`src/rtl/sem_pkg.sv`:
```
package sem_pkg;
    localparam int WORD_W      = 32;
    localparam int STAMP_W     = 64;
    localparam int STAMP_WORDS = STAMP_W / WORD_W;
    localparam int WORD_SHIFT  = $clog2(WORD_W / 8);
    localparam int STAMP_OFS   = 8;

    localparam logic [2:0] OP_ACQ_EQ  = 3'd0;
    localparam logic [2:0] OP_RELEASE = 3'd1;
    localparam logic [2:0] OP_ACQ_GEQ = 3'd2;
    localparam logic [2:0] OP_REDUCE  = 3'd3;

    typedef enum logic [2:0] {
        RK_MIN = 3'd0,
        RK_MAX = 3'd1,
        RK_XOR = 3'd2,
        RK_AND = 3'd3,
        RK_OR  = 3'd4,
        RK_ADD = 3'd5,
        RK_INC = 3'd6,
        RK_DEC = 3'd7
    } red_kind_e;

    typedef enum logic [2:0] {
        S_IDLE    = 3'd0,
        S_STAMP   = 3'd1,
        S_RD      = 3'd2,
        S_RD_WAIT = 3'd3,
        S_GAP     = 3'd4,
        S_WR      = 3'd5
    } sem_state_e;
endpackage

```
`src/rtl/sem_reduce.sv`:
```
module sem_reduce
    import sem_pkg::*;
(
    input  logic [WORD_W-1:0] orig,
    input  logic [WORD_W-1:0] operand,
    input  red_kind_e         kind,
    input  logic              is_signed,
    output logic [WORD_W-1:0] result
);
    logic below;

    // ordering used by min and max; signedness only matters here
    always_comb begin
        if (is_signed) below = $signed(orig) < $signed(operand);
        else           below = orig < operand;
    end

    always_comb begin
        unique case (kind)
            RK_MIN:  result = below ? orig : operand;
            RK_MAX:  result = below ? operand : orig;
            RK_XOR:  result = orig ^ operand;
            RK_AND:  result = orig & operand;
            RK_OR:   result = orig | operand;
            RK_ADD:  result = orig + operand;
            RK_INC:  result = (orig >= operand) ? '0 : orig + 1'b1;
            RK_DEC:  result = (orig == '0 || orig > operand) ? operand : orig - 1'b1;
            default: result = orig;
        endcase
    end
endmodule

```
`src/rtl/sem_poll_cmp.sv`:
```
module sem_poll_cmp
    import sem_pkg::*;
(
    input  logic [WORD_W-1:0] word,
    input  logic [WORD_W-1:0] target,
    input  logic              at_least,
    output logic              hit
);
    always_comb begin
        if (at_least) hit = (word >= target);
        else          hit = (word == target);
    end
endmodule

```
`src/rtl/sem_exec.sv`:
```
module sem_exec
    import sem_pkg::*;
#(
    parameter int ADDR_W   = 32,
    parameter int POLL_GAP = 2
) (
    input  logic                  clk,
    input  logic                  rst_n,
    input  logic                  cmd_valid,
    output logic                  cmd_ready,
    input  logic [ADDR_W-1:0]     cmd_addr,
    input  logic [WORD_W-1:0]     cmd_payload,
    input  logic [2:0]            cmd_op,
    input  logic [2:0]            cmd_kind,
    input  logic                  cmd_signed,
    input  logic                  cmd_stamp,
    input  logic [STAMP_W-1:0]    timestamp,
    output logic                  mem_req,
    output logic                  mem_we,
    output logic [ADDR_W-1:0]     mem_addr,
    output logic [WORD_W-1:0]     mem_wdata,
    input  logic                  mem_gnt,
    input  logic                  mem_rsp_valid,
    input  logic [WORD_W-1:0]     mem_rsp_data,
    output logic                  done,
    output logic                  warn
);
    localparam int GAP_W = (POLL_GAP > 0) ? $clog2(POLL_GAP + 1) : 1;
    localparam int IDX_W = (STAMP_WORDS > 1) ? $clog2(STAMP_WORDS) : 1;
    localparam logic [IDX_W-1:0] IDX_LAST = IDX_W'(STAMP_WORDS - 1);
    localparam logic [GAP_W-1:0] GAP_LOAD = GAP_W'((POLL_GAP > 0) ? POLL_GAP - 1 : 0);

    typedef struct packed {
        sem_state_e         st;
        logic [ADDR_W-1:0]  addr;
        logic [WORD_W-1:0]  pay;
        logic [2:0]         op;
        red_kind_e          kind;
        logic               sgn;
        logic [STAMP_W-1:0] ts;
        logic [WORD_W-1:0]  wdata;
        logic [IDX_W-1:0]   idx;
        logic [GAP_W-1:0]   gap;
        logic               done;
        logic               warn;
    } regs_t;

    regs_t r_d, r_q;

    logic [WORD_W-1:0] red_res;
    logic              poll_hit;

    sem_reduce u_reduce (
        .orig      (mem_rsp_data),
        .operand   (r_q.pay),
        .kind      (r_q.kind),
        .is_signed (r_q.sgn),
        .result    (red_res)
    );

    sem_poll_cmp u_poll (
        .word     (mem_rsp_data),
        .target   (r_q.pay),
        .at_least (r_q.op == OP_ACQ_GEQ),
        .hit      (poll_hit)
    );

    function automatic sem_state_e entry_state(input logic [2:0] op);
        return (op == OP_RELEASE) ? S_WR : S_RD;
    endfunction

    function automatic logic op_known(input logic [2:0] op);
        return (op == OP_ACQ_EQ) || (op == OP_RELEASE) ||
               (op == OP_ACQ_GEQ) || (op == OP_REDUCE);
    endfunction

    // next-state computation
    always_comb begin
        r_d      = r_q;
        r_d.done = 1'b0;
        r_d.warn = 1'b0;
        unique case (r_q.st)
            S_IDLE: begin
                if (cmd_valid) begin
                    if (op_known(cmd_op)) begin
                        r_d.addr  = cmd_addr;
                        r_d.pay   = cmd_payload;
                        r_d.op    = cmd_op;
                        r_d.kind  = red_kind_e'(cmd_kind);
                        r_d.sgn   = cmd_signed;
                        r_d.ts    = timestamp;
                        r_d.wdata = cmd_payload;
                        r_d.idx   = '0;
                        r_d.st    = cmd_stamp ? S_STAMP : entry_state(cmd_op);
                    end else begin
                        r_d.warn = 1'b1;
                    end
                end
            end
            S_STAMP: begin
                if (mem_gnt) begin
                    if (r_q.idx == IDX_LAST) r_d.st  = entry_state(r_q.op);
                    else                     r_d.idx = r_q.idx + 1'b1;
                end
            end
            S_RD: begin
                if (mem_gnt) r_d.st = S_RD_WAIT;
            end
            S_RD_WAIT: begin
                if (mem_rsp_valid) begin
                    if (r_q.op == OP_REDUCE) begin
                        r_d.wdata = red_res;
                        r_d.st    = S_WR;
                    end else if (poll_hit) begin
                        r_d.st   = S_IDLE;
                        r_d.done = 1'b1;
                    end else if (POLL_GAP == 0) begin
                        r_d.st = S_RD;
                    end else begin
                        r_d.st  = S_GAP;
                        r_d.gap = GAP_LOAD;
                    end
                end
            end
            S_GAP: begin
                if (r_q.gap == '0) r_d.st  = S_RD;
                else               r_d.gap = r_q.gap - 1'b1;
            end
            S_WR: begin
                if (mem_gnt) begin
                    r_d.st   = S_IDLE;
                    r_d.done = 1'b1;
                end
            end
            default: r_d.st = S_IDLE;
        endcase
    end

    always_ff @(posedge clk) begin
        if (!rst_n) r_q <= '0;
        else        r_q <= r_d;
    end

    // port drive
    always_comb begin
        cmd_ready = (r_q.st == S_IDLE);
        mem_req   = (r_q.st == S_STAMP) || (r_q.st == S_RD) || (r_q.st == S_WR);
        mem_we    = (r_q.st != S_RD);
        if (r_q.st == S_STAMP) begin
            mem_addr  = r_q.addr + ADDR_W'(STAMP_OFS) + (ADDR_W'(r_q.idx) << WORD_SHIFT);
            mem_wdata = r_q.ts[r_q.idx*WORD_W +: WORD_W];
        end else begin
            mem_addr  = r_q.addr;
            mem_wdata = r_q.wdata;
        end
        done = r_q.done;
        warn = r_q.warn;
    end

    // checks
    p_busy_noready_r11: assert property (@(posedge clk) disable iff (!rst_n)
        mem_req |-> !cmd_ready);

    p_req_hold_r11: assert property (@(posedge clk) disable iff (!rst_n)
        (mem_req && !mem_gnt) |=> (mem_req && $stable(mem_addr) && $stable(mem_we)));

    p_done_pulse_r12: assert property (@(posedge clk) disable iff (!rst_n)
        done |=> !done);

    p_done_cause_r12: assert property (@(posedge clk) disable iff (!rst_n)
        done |-> ($past(mem_req && mem_gnt && mem_we) || $past(mem_rsp_valid)));

    p_warn_quiet_r10: assert property (@(posedge clk) disable iff (!rst_n)
        warn |-> (!done && !mem_req && cmd_ready));

    p_inc_bound_r8: assert property (@(posedge clk) disable iff (!rst_n)
        (r_q.st == S_RD_WAIT && mem_rsp_valid && r_q.op == OP_REDUCE && r_q.kind == RK_INC)
        |=> (mem_we && (mem_wdata == '0 || mem_wdata <= r_q.pay)));
endmodule

```
`config.mk`:
```
export PLATFORM = sky130hd
export DESIGN_NAME = sem_exec
export DESIGN_NICKNAME = d
export VERILOG_FILES = /design/src/rtl/sem_pkg.sv /design/src/rtl/sem_reduce.sv /design/src/rtl/sem_poll_cmp.sv /design/src/rtl/sem_exec.sv
export SDC_FILE = /design/constraint.sdc
export NUM_CORES = 1
export LEC_CHECK = 0
export BUFFER_PORTS_ARGS = -buffer_cell sky130_fd_sc_hd__buf_2
export CAP_MARGIN = 40
export CORE_AREA = 4 4 194 158
export DETAILED_ROUTE_END_ITERATION = 16
export DIE_AREA = 0 0 198 162
export GPL_TIMING_DRIVEN = 1
export MAX_ROUTING_LAYER = met4
export PLACE_DENSITY = 0.87
export SYNTH_ARGS = -nofsm -noshare
export SYNTH_HDL_FRONTEND = slang
export SYNTH_HIERARCHICAL = 1
export SYNTH_SLANG_ARGS = --single-unit
```
`constraint.sdc`:
```
create_clock -name clk -period 8.22 [get_ports clk]
set_clock_uncertainty 0.2 [all_clocks]
set_input_delay 0.411 -clock clk [delete_from_list [all_inputs] [get_ports clk]]
set_output_delay 0.411 -clock clk [all_outputs]
set_load 0.005 [all_outputs]
```
# After elaboration in Yosys (flattened, before gate mapping)
# Index checks and enable logic that the tools add are counted.
dict set report word_totals {
  regBits 175
  inputBits 173
  out_inout_bits 69
  wordCells 117
}
dict set report classes {
  addsub 7
  order_cmp 4
  n_eq_ne 32
  shifts 1
  muxes 38
  bitwise_logic 3
  reduce_logical 20
}
# cell n
set op_table {}
lappend op_table {{2-to-1 mux 171 bit} 2}
lappend op_table {{2-to-1 mux 32 bit} 8}
lappend op_table {{one-hot mux 32 bit (8 select lines)} 1}
lappend op_table {{less-than comparator 32 bit} 2}
lappend op_table {{one-hot mux 32 bit (2 select lines)} 1}
lappend op_table {{variable part select 64 x 7 -> 32 bit} 1}
lappend op_table {{2-to-1 mux 3 bit} 13}
lappend op_table {{adder 32 x 1 -> 32 bit (second input constant)} 1}
lappend op_table {{adder 32 x 3 -> 32 bit} 1}
lappend op_table {{adder 32 bit} 1}
lappend op_table {{adder 32 x 4 -> 32 bit (second input constant)} 1}
lappend op_table {{bitwise AND 32 bit} 1}
lappend op_table {{equality test 32 bit} 1}
lappend op_table {{>= comparator 32 bit} 1}
lappend op_table {{greater-than comparator 32 bit} 1}
lappend op_table {{logical NOT 32 bit} 1}
lappend op_table {{OR 32 bit} 1}
lappend op_table {{subtractor 32 x 1 -> 32 bit (second input constant)} 1}
lappend op_table {{bitwise XOR 32 bit} 1}
lappend op_table {{equality test 3 x 2 -> 1 bit (second input constant)} 8}
lappend op_table {{!= test 2 bit (second input constant)} 11}
lappend op_table {{equality test 3 bit (second input constant)} 6}
lappend op_table {{one-hot mux 3 bit (6 select lines)} 1}
lappend op_table {{equality test 3 x 1 -> 1 bit (second input constant)} 4}
lappend op_table {{16 further kinds} 35}

# Depth between registers and ports, before layout
# Gate-level depths: netlist of the first run.
dict set report depth {
  depth_word 7
  mapped_depth 18
  mapped_depth_nobuf 16
}

# By module
# Netlist of the first run, hierarchy kept.
# mod instances cells_per_inst area_each_um2 seq_area_each_um2
set by_module_without_submodules {}
lappend by_module_without_submodules {sem_exec 1 1037 8275.4 3503.4}
lappend by_module_without_submodules {sem_reduce 1 960 6508.7 0.0}
lappend by_module_without_submodules {sem_poll_cmp 1 113 812.0 0.0}

# Worst setup path before layout of the first run
# No wires, ideal clock.
dict set report synth_timing {
  kind {input to register}
  startpoint {input mem_rsp_data[30]}
  endpoint {register r_q[29] in the netlist's numbering}
  setup_ns 0.116
  arrival_ns 3.582
  t_required_ns 7.904
  slack_ns 4.322
  stages 18
  n_path_buf 3
  path_cell_list {clkbuf_1 inv_1 ha_1 buf_4 nor3b_1 nor3_1 o21bai_1 nor4_2 nand2_2 xnor3_1 buf_4 and2_4 a21oi_1 o21ai_1 a221o_1 nand2_1 nand3_1 o211a_1}
}
dict set report synth_between {
  elab_chain_len 7
  elab_cells_between_ends 15
}
# element line
set synth_lines {}
lappend synth_lines {{from (decl)} sem_exec.sv:24} ;# input logic [WORD_W-1:0] mem_rsp_data,
lappend synth_lines {{less-than comparator 32 bit, or another cell as far along} sem_reduce.sv:15} ;# else below = orig < operand;
lappend synth_lines {{2-to-1 mux 1 bit / logical OR 1 bit (equally long branches)} {sem_reduce.sv:14, sem_reduce.sv:27}}
lappend synth_lines {{2-to-1 mux 32 bit, on equally long branches} {sem_reduce.sv:21, sem_reduce.sv:20, sem_reduce.sv:27}}
lappend synth_lines {{one-hot mux 32 bit (8 select lines) *} sem_reduce.sv:19} ;# unique case (kind)
lappend synth_lines {{named net red_res[24]} sem_exec.sv:50} ;# logic [WORD_W-1:0] red_res;
lappend synth_lines {{2-to-1 mux 32 bit *} sem_exec.sv:111} ;# if (r_q.op == OP_REDUCE) begin
lappend synth_lines {{2-to-1 mux 32 bit *} sem_exec.sv:110} ;# if (mem_rsp_valid) begin
lappend synth_lines {{one-hot mux 32 bit (2 select lines) *} sem_exec.sv:82} ;# unique case (r_q.st)
lappend synth_lines {{to (signal assigned)} sem_exec.sv:141} ;# else r_q <= r_d;
lappend synth_lines {{to (decl)} sem_exec.sv:48} ;# regs_t r_d, r_q;
# Mark *: on every way through the listed nets, which the timed path passes. The rest lies on a longest branch. The select of a mux whose other input is x is not followed.
# A chain may end at the register's enable or synchronous reset.

# Worst setup path in the final report of the first run
dict set report layout_timing {
  startpoint {register r_q[122] in the netlist's numbering}
  endpoint {register r_q[10] in the netlist's numbering}
}
dict set report layout_between {
  elab_chain_len 7
  elab_cells_between_ends 14
}
# element line
set layout_lines {}
lappend layout_lines {{less-than comparator 32 bit, or another cell as far along} sem_reduce.sv:15}
lappend layout_lines {{2-to-1 mux 1 bit / logical OR 1 bit (equally long branches)} {sem_reduce.sv:14, sem_reduce.sv:27}}
lappend layout_lines {{2-to-1 mux 32 bit, on equally long branches} {sem_reduce.sv:21, sem_reduce.sv:20, sem_reduce.sv:27}}
lappend layout_lines {{one-hot mux 32 bit (8 select lines) *} sem_reduce.sv:19}
lappend layout_lines {{named net red_res[5]} sem_exec.sv:50}
lappend layout_lines {{2-to-1 mux 32 bit *} sem_exec.sv:111}
lappend layout_lines {{2-to-1 mux 32 bit *} sem_exec.sv:110}
lappend layout_lines {{one-hot mux 32 bit (2 select lines) *} sem_exec.sv:82}
# Marked as above.

==> out/results.ini, run 1 <==
[floorplan]
dieArea_sq_um=32100
die_h_um=162
initial_core_util_pct=54.0
core_area_sq_um=28900
die-width_um=198
boundaryPins=242
core.rowCount=56

[synth]
ys_ff_latch=175
synth_fp_nets=2417
syn-mean-instance-area_sq_um=7.39
ys.warnings.count=6
synth_cell_type_count=96
synth_cells=2110
syn_area_sq_um=15600
ys_seq_area_share_pct=22.5
async_flop_share_pct=0
synth_ff_type=dfxtp_1
synth_enable_flop_cells=0

[clocking]
cts_made_buffers=17
ctsResizeCount=0
htree_levels=4
cts_tree=yes
cts.sinks=175
clk_pin_slew_worst_paths_ps=70
worstSkewPairLatency_ps=440
clockBufferDepth=2
root_buffer=clkbuf_16
cts_setup_buffers=0
postCtsHoldBufs=3

[timing]
finalHoldViolations=0
fin_setup_tns_ps=0
period_minus_slack_ps=4910
rsz0062_at_grt=no
slew_headroom_pct=35.3
final_critical_path_setup_slack_ps=3310
fmax_ghz=0.204
setup_violations=0
fin_crit_sh_pct=59.7
finalMaxSlewViolations=0
worstMarginPinSlew_ps=968

[status]
outcome=complete, no violations

[critical_path]
reg2reg_slack_ps=3310
worst_path_max_delay_cell=o22ai_2
crit_family=compound AO/OA/AOI/OAI gates
cp-end-kind=register
reg2reg_depth=14
crit_buf_inv=1
r2r-start=r_q[122]$_SDFFE_PN0P_
r2r-end=r_q[10]$_SDFFE_PN0P_
worstPathArrival_ps=5090
worstSetupPathType=register to register
path_cells=inv_1, ha_1, nor3b_1, nor3_1, o21bai_1, o41ai_4, nand2_2, xnor3_1, o22ai_2, a221oi_2, o21ai_1, nand2_1, nand3_1, o211a_1
crit_fanout=13
start_kind=register
critPathRequiredTime_ps=8400
cp_num_cells=14
worst_path_largest_cell_delay_ps=820

[cells_and_area]
area_growth_pct=11.5
post-route-util_pct=60.2
drive_gt1_share_pct=15.7
nets=2556
multi_input_area_sq_um=10900
layout.cells.non_filler=2641
seqCellArea_sq_um=3500
final.fill_count=2598

[power_and_ir_drop]
p_leak_nw=7.06
ir_drop_uv=197
power.density_nw_per_um2=207
finalPower_mw=3.61
pwr-share-clk_pct=22.2
p_seq_share_pct=30.7
swShare_pct=43.1
p_int_mw=2.05
power_frac_comb_pct=47.1
p_switching_mw=1.55

[global_route]
first_global_vias=15700
use_met1_pct=43.1
busiest_layer=met2
track_usage_pct=32.9
grt_use_met3_pct=6.01
grt_first_pass_wirelength_mm=83.0
grt_max_degree=99
grt.overflow.total=0
grt_use_met2_pct=50.8
antenna_found_initial=1

[drt]
postRouteAntennaNets=0
wl_mm=54.3
first_iter_violations=2153
wl_per_cell_um=20.6
viasPerCell=6.28
drtPass1Iterations=12
via_count=16600
drcViolationCount=0

[min_path]
worstHoldStart=timestamp[10]
whs_path_depth=3
min_to=r_q[47]$_SDFFE_PN0P_
worstHoldPathType=input pin to register

[placed_design]
gp_congestion=1.04
dp_hpwl_mm=40.4
io_buffers=241
dp_cells=2603
dp_slack_ps=3150

[job]
maxCapViolations=0

-- tightest hold or removal path: cells and delay by family --
family                 cells  cell delay [ps]
buffers and inverters      1               90
AND/OR/NAND/NOR            1               50
AO/OA/AOI/OAI              1               50
-- power groups by stage --
stage / registers (mW) / clock network [mW] / logic, mW
final: 1.11 / 0.799 / 1.70
after detailed placement: 1.12 / 0 / 1.65
after global routing: 1.12 / 0.841 / 1.85
after floorplan: 1.07 / 0 / 1.20
after global placement: 1.11 / 0 / 1.61
after CTS: 1.10 / 0.803 / 1.66
-- per-layer routing --
layer,vias up,wire length (um)
met1,7785,22200
li1,7690,-
met2,935,24500
met3,170,5460
met5,-,0
met4,0,2100
-- registers in the layout (all words and copies together) (netlist names) --
| name | flops |
|---|---|
| done | 1 |
| r_q | 173 |
| warn | 1 |
-- final cells by class --
class | count | share of cell area [%]
Sequential cell | 175 | 20.2
Tap cell | 377 | 2.71
Inverter | 114 | 2.46
Antenna cell | 2 | 0.0288
Multi-Input combinational cell | 1672 | 63.0
Timing Repair Buffer | 269 | 8.41
Clock buffer | 21 | 2.65
Clock inverter | 11 | 0.619
-- cells in the final DEF (no fill, tap or decap), drive strengths merged, types with 37 or more instances in the layout --
cell type | synthesis | routed
o21ai | 82 | 82
nor3 | 37 | 37
ha | 133 | 133
buf | 71 | 265
dfxtp | 175 | 175
a21boi | 136 | 136
xnor2 | 74 | 74
nand3 | 118 | 118
mux2i | 58 | 58
a21oi | 133 | 133
nand2 | 405 | 405
nor2 | 122 | 122
inv | 112 | 115
-- cell usage after synthesis, types with 7 or more instances --
master / n / area [sq um]
nand2_1: 403 / 1510
dfxtp_1: 175 / 3500
ha_1: 133 / 1660
a21oi_1: 129 / 646
nor2_1: 121 / 454
a21boi_0: 118 / 886
nand3_1: 117 / 586
inv_1: 111 / 417
clkbuf_1: 78 / 293
xnor2_1: 73 / 639
mux2i_1: 58 / 581
o21ai_0: 58 / 290
buf_2: 40 / 200
o211a_1: 34 / 340
o22ai_1: 34 / 213
nor3_1: 32 / 160
nand4_1: 27 / 169
nor2b_1: 25 / 156
o21ai_1: 24 / 120
a21boi_1: 18 / 135
a221oi_1: 18 / 158
buf_4: 16 / 120
o211ai_1: 14 / 105
nor4_1: 12 / 75.1
xor2_1: 12 / 105
a21o_1: 11 / 82.6
and3_1: 11 / 68.8
nand2b_1: 11 / 68.8
o221ai_1: 11 / 96.3
a211oi_1: 10 / 75.1
nor3b_1: 10 / 75.1
buf_6: 9 / 101
a221o_1: 8 / 80.1
or3_1: 8 / 50.1
a31oi_1: 7 / 43.8
and2_1: 7 / 43.8
and4_1: 7 / 61.3
o21bai_1: 7 / 52.6
-- kinds of logic after synthesis --
group	after synthesis	synth area share, %
simple gates	832	25.2
flops	175	22.5
compound gates	559	25.1
fa+ha+maj	134	10.8
xor+xnor	87	5.02
buf+inv	263	7.47
mux	60	3.87
-- stage by stage --
step                      hold slack (ps)  area [sq um]
after detailed placement              248         16800
after global routing                 2.17         17400
after floorplan                       234         15600
after global placement                240         16700
final                                11.9         17400
after CTS                           0.145         17400
-- worst max path at each step --
stage,to,startpoint
5_1_grt,r_q[34]$_SDFFE_PN0P_,r_q[122]$_SDFFE_PN0P_
3_5_place_dp,r_q[34]$_SDFFE_PN0P_,mem_rsp_data[27]
2_1_floorplan,r_q[29]$_SDFFE_PN0P_,mem_rsp_data[30]
6_report,r_q[10]$_SDFFE_PN0P_,r_q[122]$_SDFFE_PN0P_
3_3_place_gp,r_q[28]$_SDFFE_PN0P_,mem_rsp_data[27]
4_1_cts,r_q[34]$_SDFFE_PN0P_,r_q[122]$_SDFFE_PN0P_
Power figures use the tool's default switching activity.
==> run 2: changes to the inputs <==
--- a/config.mk
+++ b/config.mk
@@ -5,14 +5,15 @@
 export SDC_FILE = /design/constraint.sdc
 export NUM_CORES = 1
 export LEC_CHECK = 0
+export ABC_AREA = 1
 export BUFFER_PORTS_ARGS = -buffer_cell sky130_fd_sc_hd__buf_2
 export CAP_MARGIN = 40
-export CORE_AREA = 4 4 194 158
+export CORE_AREA = 4 4 202 165
 export DETAILED_ROUTE_END_ITERATION = 16
-export DIE_AREA = 0 0 198 162
+export DIE_AREA = 0 0 206 169
 export GPL_TIMING_DRIVEN = 1
 export MAX_ROUTING_LAYER = met4
-export PLACE_DENSITY = 0.87
+export PLACE_DENSITY = 0.86
 export SYNTH_ARGS = -nofsm -noshare
 export SYNTH_HDL_FRONTEND = slang
 export SYNTH_HIERARCHICAL = 1
==> constraint.sdc (replaced) <==
create_clock -name clk -period 4.8 [get_ports clk]
set_clock_uncertainty 0.2 [all_clocks]
set_input_delay 0.24 -clock clk [delete_from_list [all_inputs] [get_ports clk]]
set_output_delay 0.24 -clock clk [all_outputs]
set_load 0.005 [all_outputs]
==> out/results.ini, run 2 <==
[status]
outcome=complete, no violations

[synth]
syn_area_sq_um=17000
syn-mean-instance-area_sq_um=5.80
ys_ff_latch=175
synth_cells=2939
ys_seq_area_share_pct=20.6
ys.warnings.count=6
synth_area_leaders=dfxtp_1 (21%), nand2_1 (17%), nor2_1 (13%)
synth_ff_type=dfxtp_1
synthMostInstantiatedCell=nand2_1
yosysTopAreaCellShare_pct=20.6
synth_fp_nets=3246
synth_enable_flop_cells=0
synth_cell_type_count=49
yosysTopAreaCell=dfxtp_1
async_flop_share_pct=0
synth_common_cells=nand2_1 (776), nor2_1 (593), inv_1 (247), nand3_1 (225), dfxtp_1 (175)

[drt]
met3WireLength_mm=9.07
via_count=22200
drcViolationCount=0
viasPerCell=6.06
met1_length_mm=28.9
wl_mm=76.9
drtPass1Iterations=8
first_iter_violations=2952
routed.top_layer=met4
met2_wirelength_mm=33.6
wl_per_cell_um=21.0
postRouteAntennaNets=0

[placed_design]
io_buffers=241
dp_hpwl_mm=54.4
dp_cells=3494
gp_congestion=1.08

[critical_path]
crit_fanout=33
start_kind=input pin
cp-end-kind=register
worstPathArrival_ps=4410
reg2reg_slack_ps=830
worstSetupStartpoint=mem_rsp_data[0]
r2r-start=r_q[116]$_SDFFE_PN0P_
worstSetupPathType=input pin to register
critPathRequiredTime_ps=4950

[cells_and_area]
layout.cells.non_filler=3668
nets=3540
area_growth_pct=19.6
mostFrequentLayoutCell=nand2_1
drive_gt1_share_pct=11.2
final_cell_mix=nand2_1 (776), nor2_1 (593), inv_1 (247)
largest_reg_flops=173
regMostFlops=r_q

[clocking]
clockBufferDepth=2
htree_levels=4
cts_setup_buffers=0
root_buffer=clkbuf_16
cts.sinks=175
clk_pin_slew_worst_paths_ps=70
worstSkewPairLatency_ps=470
cts_made_buffers=17
cts_tree=yes

[global_route]
grt.overflow.total=0
antenna_found_initial=2
track_usage_pct=43.6
grt_max_degree=103
grt_first_pass_wirelength_mm=116
first_global_vias=20900

[job]
maxCapViolations=0

[floorplan]
initial_core_util_pct=54.6
core_area_sq_um=31200
die_h_um=169
dieArea_sq_um=34800
core.rowCount=58
boundaryPins=242
die-width_um=206

[min_path]
worstHoldStart=cmd_stamp
worstHoldPathType=input pin to register

[power_and_ir_drop]
p_leak_nw=9.86
finalPower_mw=7.16
ir_drop_uv=260
power.density_nw_per_um2=351

[timing]
setup_violations=0
fin_setup_tns_ps=0
worstMarginPinSlew_ps=930
slew_headroom_pct=38.0
finalHoldViolations=0
period_minus_slack_ps=4260
rsz0062_at_grt=no
finalMaxSlewViolations=0
holdWs_ps=58.5
fmax_ghz=0.235
fin_crit_sh_pct=88.7

==> run 2: routing by layer <==
layer,GRT usage [%],vias up
met5,-,-
met4,25.4,0
met3,9.27,389
met2,66.7,1689
met1,53.1,10100
li1,-,10000
==> run 2: cell type report <==
cell class              instances  area (sq um)
repair buffers                417          2930
flip-flops and latches        175          3500
multi-input cells            2356         11800
clock inverters                15           161
inverters                     266          1000
fillers                      2851         10800
clock buffers                  17           425
diodes                          2          5.00
well taps                     420           526
==> run 2: stage by stage <==
| step | util [%] | cell area, sq um | setup slack [ps] |
|---|---|---|---|
| after floorplan | - | 17000 | 1910 |
| after global placement | 58.9 | 18400 | 368 |
| after detailed placement | 59.0 | 18400 | 336 |
| after CTS | 65.3 | 20400 | 801 |
| after global routing | 65.3 | 20400 | 481 |
| final | 65.3 | 20400 | 542 |
==> run 2: timing repair <==
item | 4_1_cts | 5_1_grt
resized for setup | 0 | 0
hold endpoints to repair | 140 | 0
hold buffers | 140 | 0
==> run 2: worst paths after layout <==
path	to	depth (start not counted)
setup / recovery	r_q[18]$_SDFFE_PN0P_	18
hold / removal	r_q[174]$_SDFFE_PN0P_	6
setup reg to reg	r_q[18]$_SDFFE_PN0P_	19
hold reg to reg	r_q[26]$_SDFFE_PN0P_	2
==> run 2: cells by family after synthesis <==
logic type,after synthesis,share of synthesized area [%]
AO/OA/AOI/OAI,398,12.9
XOR/XNOR,69,3.55
adder cells (fa/ha/maj),134,9.88
buffers and inverters,408,10.1
flip-flops,175,20.6
AND/OR/NAND/NOR,1755,43.0
==> run 2: critical path, cell delays in order <==
cell and delay [ps]:
buf_2 160, inv_1 260, ha_1 360, nand2_2 160
nor2_4 230, nand2_2 130, nor2_4 200, nand3_2 160
nor2_4 210, nand4_4 580, nand2_4 730, nand2_1 100
nand3_1 100, nand4_1 230, o21ai_0 310, nand2_1 90
nand2_1 90, nor2_1 50
==> run 2: report_power, final <==
part           total [mW]  internal (mW)  switching [mW]  leakage [nW]
clock                1.43          0.701           0.732         0.287
sequential           2.05           1.77           0.278          1.43
combinational        3.68           1.20            2.48          8.14
total                7.16           3.67            3.49          9.86
